### config.mk
export PLATFORM = sky130hd
export DESIGN_NAME = nvm_access_ctrl
export DESIGN_NICKNAME = d
export VERILOG_FILES = /design/src/rtl/nvm_pkg.sv /design/src/rtl/nvm_store.sv /design/src/rtl/nvm_sequencer.sv /design/src/rtl/nvm_regfile.sv /design/src/rtl/nvm_access_ctrl.sv
export SDC_FILE = /design/constraint.sdc
export NUM_CORES = 1
export LEC_CHECK = 0
export BUFFER_PORTS_ARGS = -buffer_cell sky130_fd_sc_hd__buf_2
export CORE_MARGIN = 8
export CORE_UTILIZATION = 52
export CTS_CLUSTER_DIAMETER = 80
export DETAILED_ROUTE_END_ITERATION = 10
export PLACE_DENSITY = 0.68
export SYNTH_ARGS = -nofsm -noshare
export SYNTH_HDL_FRONTEND = slang
export SYNTH_SLANG_ARGS = --single-unit
### constraint.sdc
create_clock -name clk -period 3.05 [get_ports clk]
set_input_delay 0.1525 -clock clk [delete_from_list [all_inputs] [get_ports clk]]
set_output_delay 0.1525 -clock clk [all_outputs]
set_load 0.05 [all_outputs]
### src/rtl/nvm_pkg.sv
// Package: shared constants for the data EEPROM access controller.
// Assumes an 8-bit I/O data bus and 6-bit I/O offsets.
package nvm_pkg;
    localparam int OFF_ADDR = 'h1E;   // address register offset
    localparam int OFF_DATA = 'h1D;   // data register offset
    localparam int OFF_CTRL = 'h1C;   // control register offset
    localparam int BIT_WEN  = 1;      // write enable / busy bit
    localparam int BIT_REN  = 0;      // read enable strobe bit
endpackage

### src/rtl/nvm_store.sv
// Module: behavioural non-volatile byte array.
// Writes land on the commit pulse; reads are combinational.
// Assumes the commit pulse is issued only by the sequencer.
module nvm_store #(
    parameter int ADDR_W = 6,
    parameter int DATA_W = 8
) (
    input  logic              clk,
    input  logic              commit_i,
    input  logic [ADDR_W-1:0] addr_i,
    input  logic [DATA_W-1:0] wdata_i,
    output logic [DATA_W-1:0] rdata_o
);
    localparam int DEPTH = 1 << ADDR_W;

    logic [DATA_W-1:0] cells [DEPTH];

    // Store the byte when the self-timed write finishes.
    always_ff @(posedge clk) begin
        if (commit_i) cells[addr_i] <= wdata_i;
    end

    // Present the addressed byte.
    always_comb rdata_o = cells[addr_i];
endmodule

### src/rtl/nvm_sequencer.sv
// Module: access sequencer. It accepts control-register writes,
// runs the self-timed write, drives the read-load strobe and the CPU stall.
// Assumes the CPU issues no access while it is stalled.
module nvm_sequencer #(
    parameter int WRITE_CYCLES = 10000,
    parameter int STALL_CYCLES = 2
) (
    input  logic clk,
    input  logic rst_n,
    input  logic ctrl_wr_i,
    input  logic wen_i,
    input  logic ren_i,
    output logic busy_o,
    output logic ren_o,
    output logic commit_o,
    output logic stall_o,
    output logic idle_o
);
    localparam int TIMER_W = $clog2(WRITE_CYCLES + 1);
    localparam int STALL_W = $clog2(STALL_CYCLES + 1);

    logic [TIMER_W-1:0] timer_q;
    logic [STALL_W-1:0] stall_q;
    logic               busy_q, ren_q;
    logic               accept, start_wr, start_rd;

    always_comb begin
        idle_o   = !busy_q && (stall_q == '0);
        accept   = ctrl_wr_i && idle_o;
        start_wr = accept && wen_i;
        start_rd = accept && !wen_i && ren_i;
        commit_o = busy_q && (timer_q == TIMER_W'(1));
        busy_o   = busy_q;
        ren_o    = ren_q;
        stall_o  = (stall_q != '0);
    end

    // Count down the self-timed write interval and hold the busy flag.
    always_ff @(posedge clk) begin
        if (!rst_n) begin
            busy_q  <= 1'b0;
            timer_q <= '0;
        end else if (start_wr) begin
            busy_q  <= 1'b1;
            timer_q <= TIMER_W'(WRITE_CYCLES);
        end else if (busy_q) begin
            timer_q <= timer_q - TIMER_W'(1);
            if (commit_o) busy_q <= 1'b0;
        end
    end

    // Raise the read strobe for one cycle; it self-clears after the load.
    always_ff @(posedge clk) begin
        if (!rst_n) ren_q <= 1'b0;
        else        ren_q <= start_rd;
    end

    // Hold the CPU for a fixed number of cycles after each access.
    always_ff @(posedge clk) begin
        if (!rst_n)                     stall_q <= '0;
        else if (start_wr || start_rd)  stall_q <= STALL_W'(STALL_CYCLES);
        else if (stall_q != '0)         stall_q <= stall_q - STALL_W'(1);
    end

    // Checker state: number of cycles the busy flag has been high.
    logic [TIMER_W:0] chk_busy_cnt;
    always_ff @(posedge clk) begin
        if (!rst_n)      chk_busy_cnt <= '0;
        else if (busy_q) chk_busy_cnt <= chk_busy_cnt + 1'b1;
        else             chk_busy_cnt <= '0;
    end

    assert_busy_full_R5: assert property (@(posedge clk) disable iff (!rst_n)
        $fell(busy_q) |-> chk_busy_cnt == (TIMER_W+1)'(WRITE_CYCLES));
    assert_busy_bound_R5: assert property (@(posedge clk) disable iff (!rst_n)
        busy_q |-> chk_busy_cnt < (TIMER_W+1)'(WRITE_CYCLES));
    assert_ren_clear_R6: assert property (@(posedge clk) disable iff (!rst_n)
        ren_q |=> !ren_q);
    assert_stall_two_R7: assert property (@(posedge clk) disable iff (!rst_n)
        $rose(stall_o) |=> stall_o ##1 !stall_o);
    assert_no_start_busy_R8: assert property (@(posedge clk) disable iff (!rst_n)
        $rose(stall_o) |-> !$past(busy_q));
endmodule

### src/rtl/nvm_regfile.sv
// Module: I/O register file holding the address and data registers,
// plus the read multiplexer with reserved-bit masking.
// Assumes the sequencer's idle flag gates every register update.
module nvm_regfile
    import nvm_pkg::*;
#(
    parameter int ADDR_W = 6,
    parameter int DATA_W = 8,
    parameter int IO_AW  = 6
) (
    input  logic              clk,
    input  logic              rst_n,
    input  logic [IO_AW-1:0]  io_addr,
    input  logic [DATA_W-1:0] io_wdata,
    input  logic              io_we,
    input  logic              io_re,
    input  logic              idle_i,
    input  logic              busy_i,
    input  logic              ren_i,
    input  logic [DATA_W-1:0] mem_rdata_i,
    output logic [ADDR_W-1:0] addr_o,
    output logic [DATA_W-1:0] data_o,
    output logic              ctrl_wr_o,
    output logic [DATA_W-1:0] io_rdata
);
    logic [ADDR_W-1:0] addr_q;
    logic [DATA_W-1:0] data_q;
    logic              hit_addr, hit_data, hit_ctrl;

    always_comb begin
        hit_addr  = (io_addr == IO_AW'(OFF_ADDR));
        hit_data  = (io_addr == IO_AW'(OFF_DATA));
        hit_ctrl  = (io_addr == IO_AW'(OFF_CTRL));
        ctrl_wr_o = io_we && hit_ctrl;
        addr_o    = addr_q;
        data_o    = data_q;
    end

    // Update the address register from the bus when no access is running.
    always_ff @(posedge clk) begin
        if (!rst_n)                          addr_q <= '0;
        else if (io_we && hit_addr && idle_i) addr_q <= io_wdata[ADDR_W-1:0];
    end

    // Update the data register from the bus, or from the store on a read.
    always_ff @(posedge clk) begin
        if (!rst_n)                           data_q <= '0;
        else if (ren_i)                       data_q <= mem_rdata_i;
        else if (io_we && hit_data && idle_i) data_q <= io_wdata;
    end

    // Return the selected register; reserved and unmapped bits read as zero.
    always_comb begin
        io_rdata = '0;
        if (io_re) begin
            if (hit_addr)      io_rdata = DATA_W'(addr_q);
            else if (hit_data) io_rdata = data_q;
            else if (hit_ctrl) begin
                io_rdata[BIT_WEN] = busy_i;
                io_rdata[BIT_REN] = ren_i;
            end
        end
    end

    assert_hold_regs_R8: assert property (@(posedge clk) disable iff (!rst_n)
        ($past(busy_i) && busy_i) |-> ($stable(addr_q) && $stable(data_q)));
    assert_addr_reserved_R2: assert property (@(posedge clk) disable iff (!rst_n)
        (io_re && hit_addr) |-> io_rdata[DATA_W-1:ADDR_W] == '0);
endmodule

### src/rtl/nvm_access_ctrl.sv
// Module: top of the data EEPROM access controller. It joins the register
// file, the sequencer and the behavioural store.
// Assumes a single-master I/O bus and a CPU that honours cpu_stall.
module nvm_access_ctrl
    import nvm_pkg::*;
#(
    parameter int ADDR_W       = 6,
    parameter int DATA_W       = 8,
    parameter int IO_AW        = 6,
    parameter int WRITE_CYCLES = 10000,
    parameter int STALL_CYCLES = 2
) (
    input  logic              clk,
    input  logic              rst_n,
    input  logic [IO_AW-1:0]  io_addr,
    input  logic [DATA_W-1:0] io_wdata,
    input  logic              io_we,
    input  logic              io_re,
    output logic [DATA_W-1:0] io_rdata,
    output logic              cpu_stall
);
    logic [ADDR_W-1:0] cur_addr;
    logic [DATA_W-1:0] cur_data, mem_rdata;
    logic              ctrl_wr, busy, ren, commit, idle;

    nvm_regfile #(.ADDR_W(ADDR_W), .DATA_W(DATA_W), .IO_AW(IO_AW)) regs_i (
        .clk(clk), .rst_n(rst_n),
        .io_addr(io_addr), .io_wdata(io_wdata), .io_we(io_we), .io_re(io_re),
        .idle_i(idle), .busy_i(busy), .ren_i(ren), .mem_rdata_i(mem_rdata),
        .addr_o(cur_addr), .data_o(cur_data), .ctrl_wr_o(ctrl_wr),
        .io_rdata(io_rdata)
    );

    nvm_sequencer #(.WRITE_CYCLES(WRITE_CYCLES), .STALL_CYCLES(STALL_CYCLES)) seq_i (
        .clk(clk), .rst_n(rst_n),
        .ctrl_wr_i(ctrl_wr), .wen_i(io_wdata[BIT_WEN]), .ren_i(io_wdata[BIT_REN]),
        .busy_o(busy), .ren_o(ren), .commit_o(commit), .stall_o(cpu_stall),
        .idle_o(idle)
    );

    nvm_store #(.ADDR_W(ADDR_W), .DATA_W(DATA_W)) store_i (
        .clk(clk), .commit_i(commit), .addr_i(cur_addr),
        .wdata_i(cur_data), .rdata_o(mem_rdata)
    );
endmodule

==> results.json <==
{
  "powerDensity_mw_per_mm2": 593,
  "root_buffer": "clkbuf_16",
  "cpPeakStageDelay_ns": 0.69,
  "synth_area_mm2": 0.0217,
  "critical_path_class": "flip-flop to flip-flop",
  "routed_wl_um": 50500,
  "core_mm2": 0.0416,
  "cts_setup_buffers": 0,
  "syn_nets": 1141,
  "critPathRequiredTime_ns": 3.34,
  "hp-class": "input pin to flip-flop",
  "yosysUniqueCellTypes": 55,
  "routedWlPerCell_um": 27.5,
  "finalMaxSlewViolations": 0,
  "finalCriticalPeriod_ns": 2.84,
  "period_share": 0.932,
  "hold_slack_ns": 0.117,
  "ir_worst_vdd_mv": 0.396,
  "die_w_um": 220,
  "cts_tree": "yes",
  "track_usage": 0.212,
  "diodes": 0,
  "hp-start": "io_wdata[6]",
  "cts.path.max_buffers": 3,
  "synth_edf_count": 512,
  "clkTransAtPathRegs_ns": 0.07,
  "io_pins": 27,
  "vias_per_cell": 6.18,
  "slowest_stage": "or3b_2",
  "avgSynthCellArea_um2": 19.4,
  "switching_share": 0.190,
  "slew_headroom": 0.367,
  "layout_commonest_cell": "edfxtp_1",
  "yosysSeqAreaShare": 0.742,
  "intPower_uw": 12000,
  "die_h_um": 220,
  "crit_arrival_ns": 3.13,
  "gr-total-overflow": 0,
  "dieArea_mm2": 0.0486,
  "finalSetupViolCount": 0,
  "leakage_uw": 0.00718,
  "first_pass_iters": 5,
  "drive_above_1_share": 0.288,
  "p_clk_frac": 0.444,
  "synth_flop_cell": "edfxtp_1",
  "port_buffers": 26,
  "synth_top_area_frac": 0.707,
  "path_cells": "nor4_2 -> nand2b_1 -> or4_4 -> or3b_2 -> nor2_1 -> buf_4",
  "worst_pin_slew_ns": 0.949,
  "antenna_found_initial": 0,
  "initial_core_util": 0.523,
  "p_comb_frac": 0.007,
  "row_count": 75,
  "power.switching_uw": 2810,
  "path_max_fanout": 8,
  "status": "complete, no violations",
  "rr_startpoint": "seq_i.timer_q[8]",
  "routed-via-count": 11300,
  "drt_iter0_drc": 1313,
  "hpwlAfterDp_um": 32000,
  "cts_resized": 0,
  "postRouteAntennaNets": 0,
  "grt_pass1_wl_um": 75200,
  "synthCells": 1121,
  "timing.fmax_mhz": 352,
  "area_growth_pct": 15.0,
  "use_met2": 0.331,
  "final_cell_mix": "512 x edfxtp_1, 129 x mux4_2, 106 x nor2_1",
  "grt_max_degree": 66,
  "drcViolationCount": 0,
  "start_kind": "flip-flop",
  "netlist_top_cells_area": "edfxtp_1 71%, mux4_2 13%, dfxtp_1 3.5%",
  "crit_start": "seq_i.timer_q[8]",
  "yosysTopAreaCell": "edfxtp_1",
  "grt_use_met3": 0.0508,
  "grt_setup_unrepaired": "no",
  "clock-sinks": 550,
  "maxCapViolations": 0,
  "synth-warning-count": 0,
  "clk_latency_ns": 0.57,
  "fin_worst_skew_ns": 0.0207,
  "ys_async_sr_fraction": 0,
  "num-nets-final": 1274,
  "hold_violations": 0,
  "setup_tns_ns": 0,
  "numCtsBuffers": 52,
  "num-fill-cells": 2884,
  "use_met1": 0.301,
  "ys_ff_latch": 550,
  "gp_congestion": 0.848,
  "critPathCaptureType": "flip-flop",
  "cts_max_level": 2,
  "busiest_layer": "met2",
  "r2r_slack_ns": 0.21,
  "seqPwrFrac": 0.549,
  "grt_pass1_vias": 11500
}
-- Yosys cell counts (all sizes together) (2+ instances only) --
master / instances
xor2: 8
a31oi: 3
nor2: 106
or3b: 6
nor3: 11
nand2: 28
and4b: 2
clkbuf: 26
a41oi: 8
nand2b: 4
and2: 2
nand3: 18
buf: 37
nor4: 3
o211ai: 6
dfxtp: 38
a22oi: 22
mux2i: 50
mux4: 129
nor2b: 10
or4: 2
a211oi: 7
or2: 2
a21oi: 14
nand3b: 7
o2111ai: 4
o21ai: 3
inv: 8
xnor2: 5
or3: 4
o221ai: 2
o22ai: 4
and4: 3
a311oi: 4
ha: 2
edfxtp: 512
nor3b: 9
a221oi: 2
-- layout make-up --
type | instances | area [µm²] | area share
inverter | 8 | 30.0 | 0.00120
timing repair buffer | 142 | 1110 | 0.0445
clock buffer | 67 | 1440 | 0.0575
clock inverter | 29 | 318 | 0.0127
multi-input combinational | 500 | 5270 | 0.211
tap | 539 | 674 | 0.0270
sequential | 550 | 16200 | 0.647
-- worst max-delay path, delay by kind of cell, from the launching register on --
kind                   cells  cell delay, ns
AND/OR/NAND/NOR            5            2.00
buffers and inverters      1            0.20
flip-flops                 1            0.35
-- cell families after synthesis --
family | synth area share
flops | 0.742
mux | 0.157
compound gates | 0.0278
xor+xnor | 0.00524
simple gates | 0.0508
buf+inv | 0.0153
fa+ha+maj | 0.00115
-- power by group through the flow --
stage          sequential, µW  combinational [µW]  clock, µW
2_1_floorplan            8300                51.6          0
3_3_place_gp             8300                94.2          0
3_5_place_dp             8300                96.0          0
4_1_cts                  8140                 104       6690
5_1_grt                  8130                 112       6970
6_report                 8140                 106       6580
-- path summary, 6_finish.rpt --
kind	depth (start not counted)	to
worst max-delay path	6	store_i.cells[3][3]
worst min-delay path	4	regs_i.data_o[6]
worst max register to register	6	store_i.cells[3][3]
worst min register to register	1	seq_i.stall_q[0]
-- stage by stage --
stage	setup WS, ns	std cells	total power (µW)	area [µm²]	util
2_1_floorplan	0.483	1121	8350	21700	-
3_3_place_gp	0.295	1730	8390	23100	0.557
3_5_place_dp	0.222	1730	8400	23100	0.557
4_1_cts	0.233	1835	14900	25000	0.601
5_1_grt	0.122	1835	15200	25000	0.601
6_report	0.207	1835	14800	25000	0.601
-- per-layer routing --
| metal | up-vias | wire [µm] |
|---|---|---|
| li1 | 4843 | - |
| met1 | 5914 | 21000 |
| met2 | 525 | 23700 |
| met3 | 60 | 4740 |
| met4 | 0 | 996 |
| met5 | - | 0 |
-- registers in the layout (all words and copies together), names as in the netlist, named ones only --
name and cells:
regs_i.addr_o 6, regs_i.data_o 8, seq_i.busy_o 1, seq_i.ren_o 1
seq_i.stall_q 2, seq_i.timer_q 14, store_i.cells 512
-- timing repair --
action | CTS | global route
hold buffers | 9 | 0
setup endpoints to repair | 0 | 0
endpoints found under the hold margin | 21 | 0
Note: power is estimated with default switching activity, not from simulation.
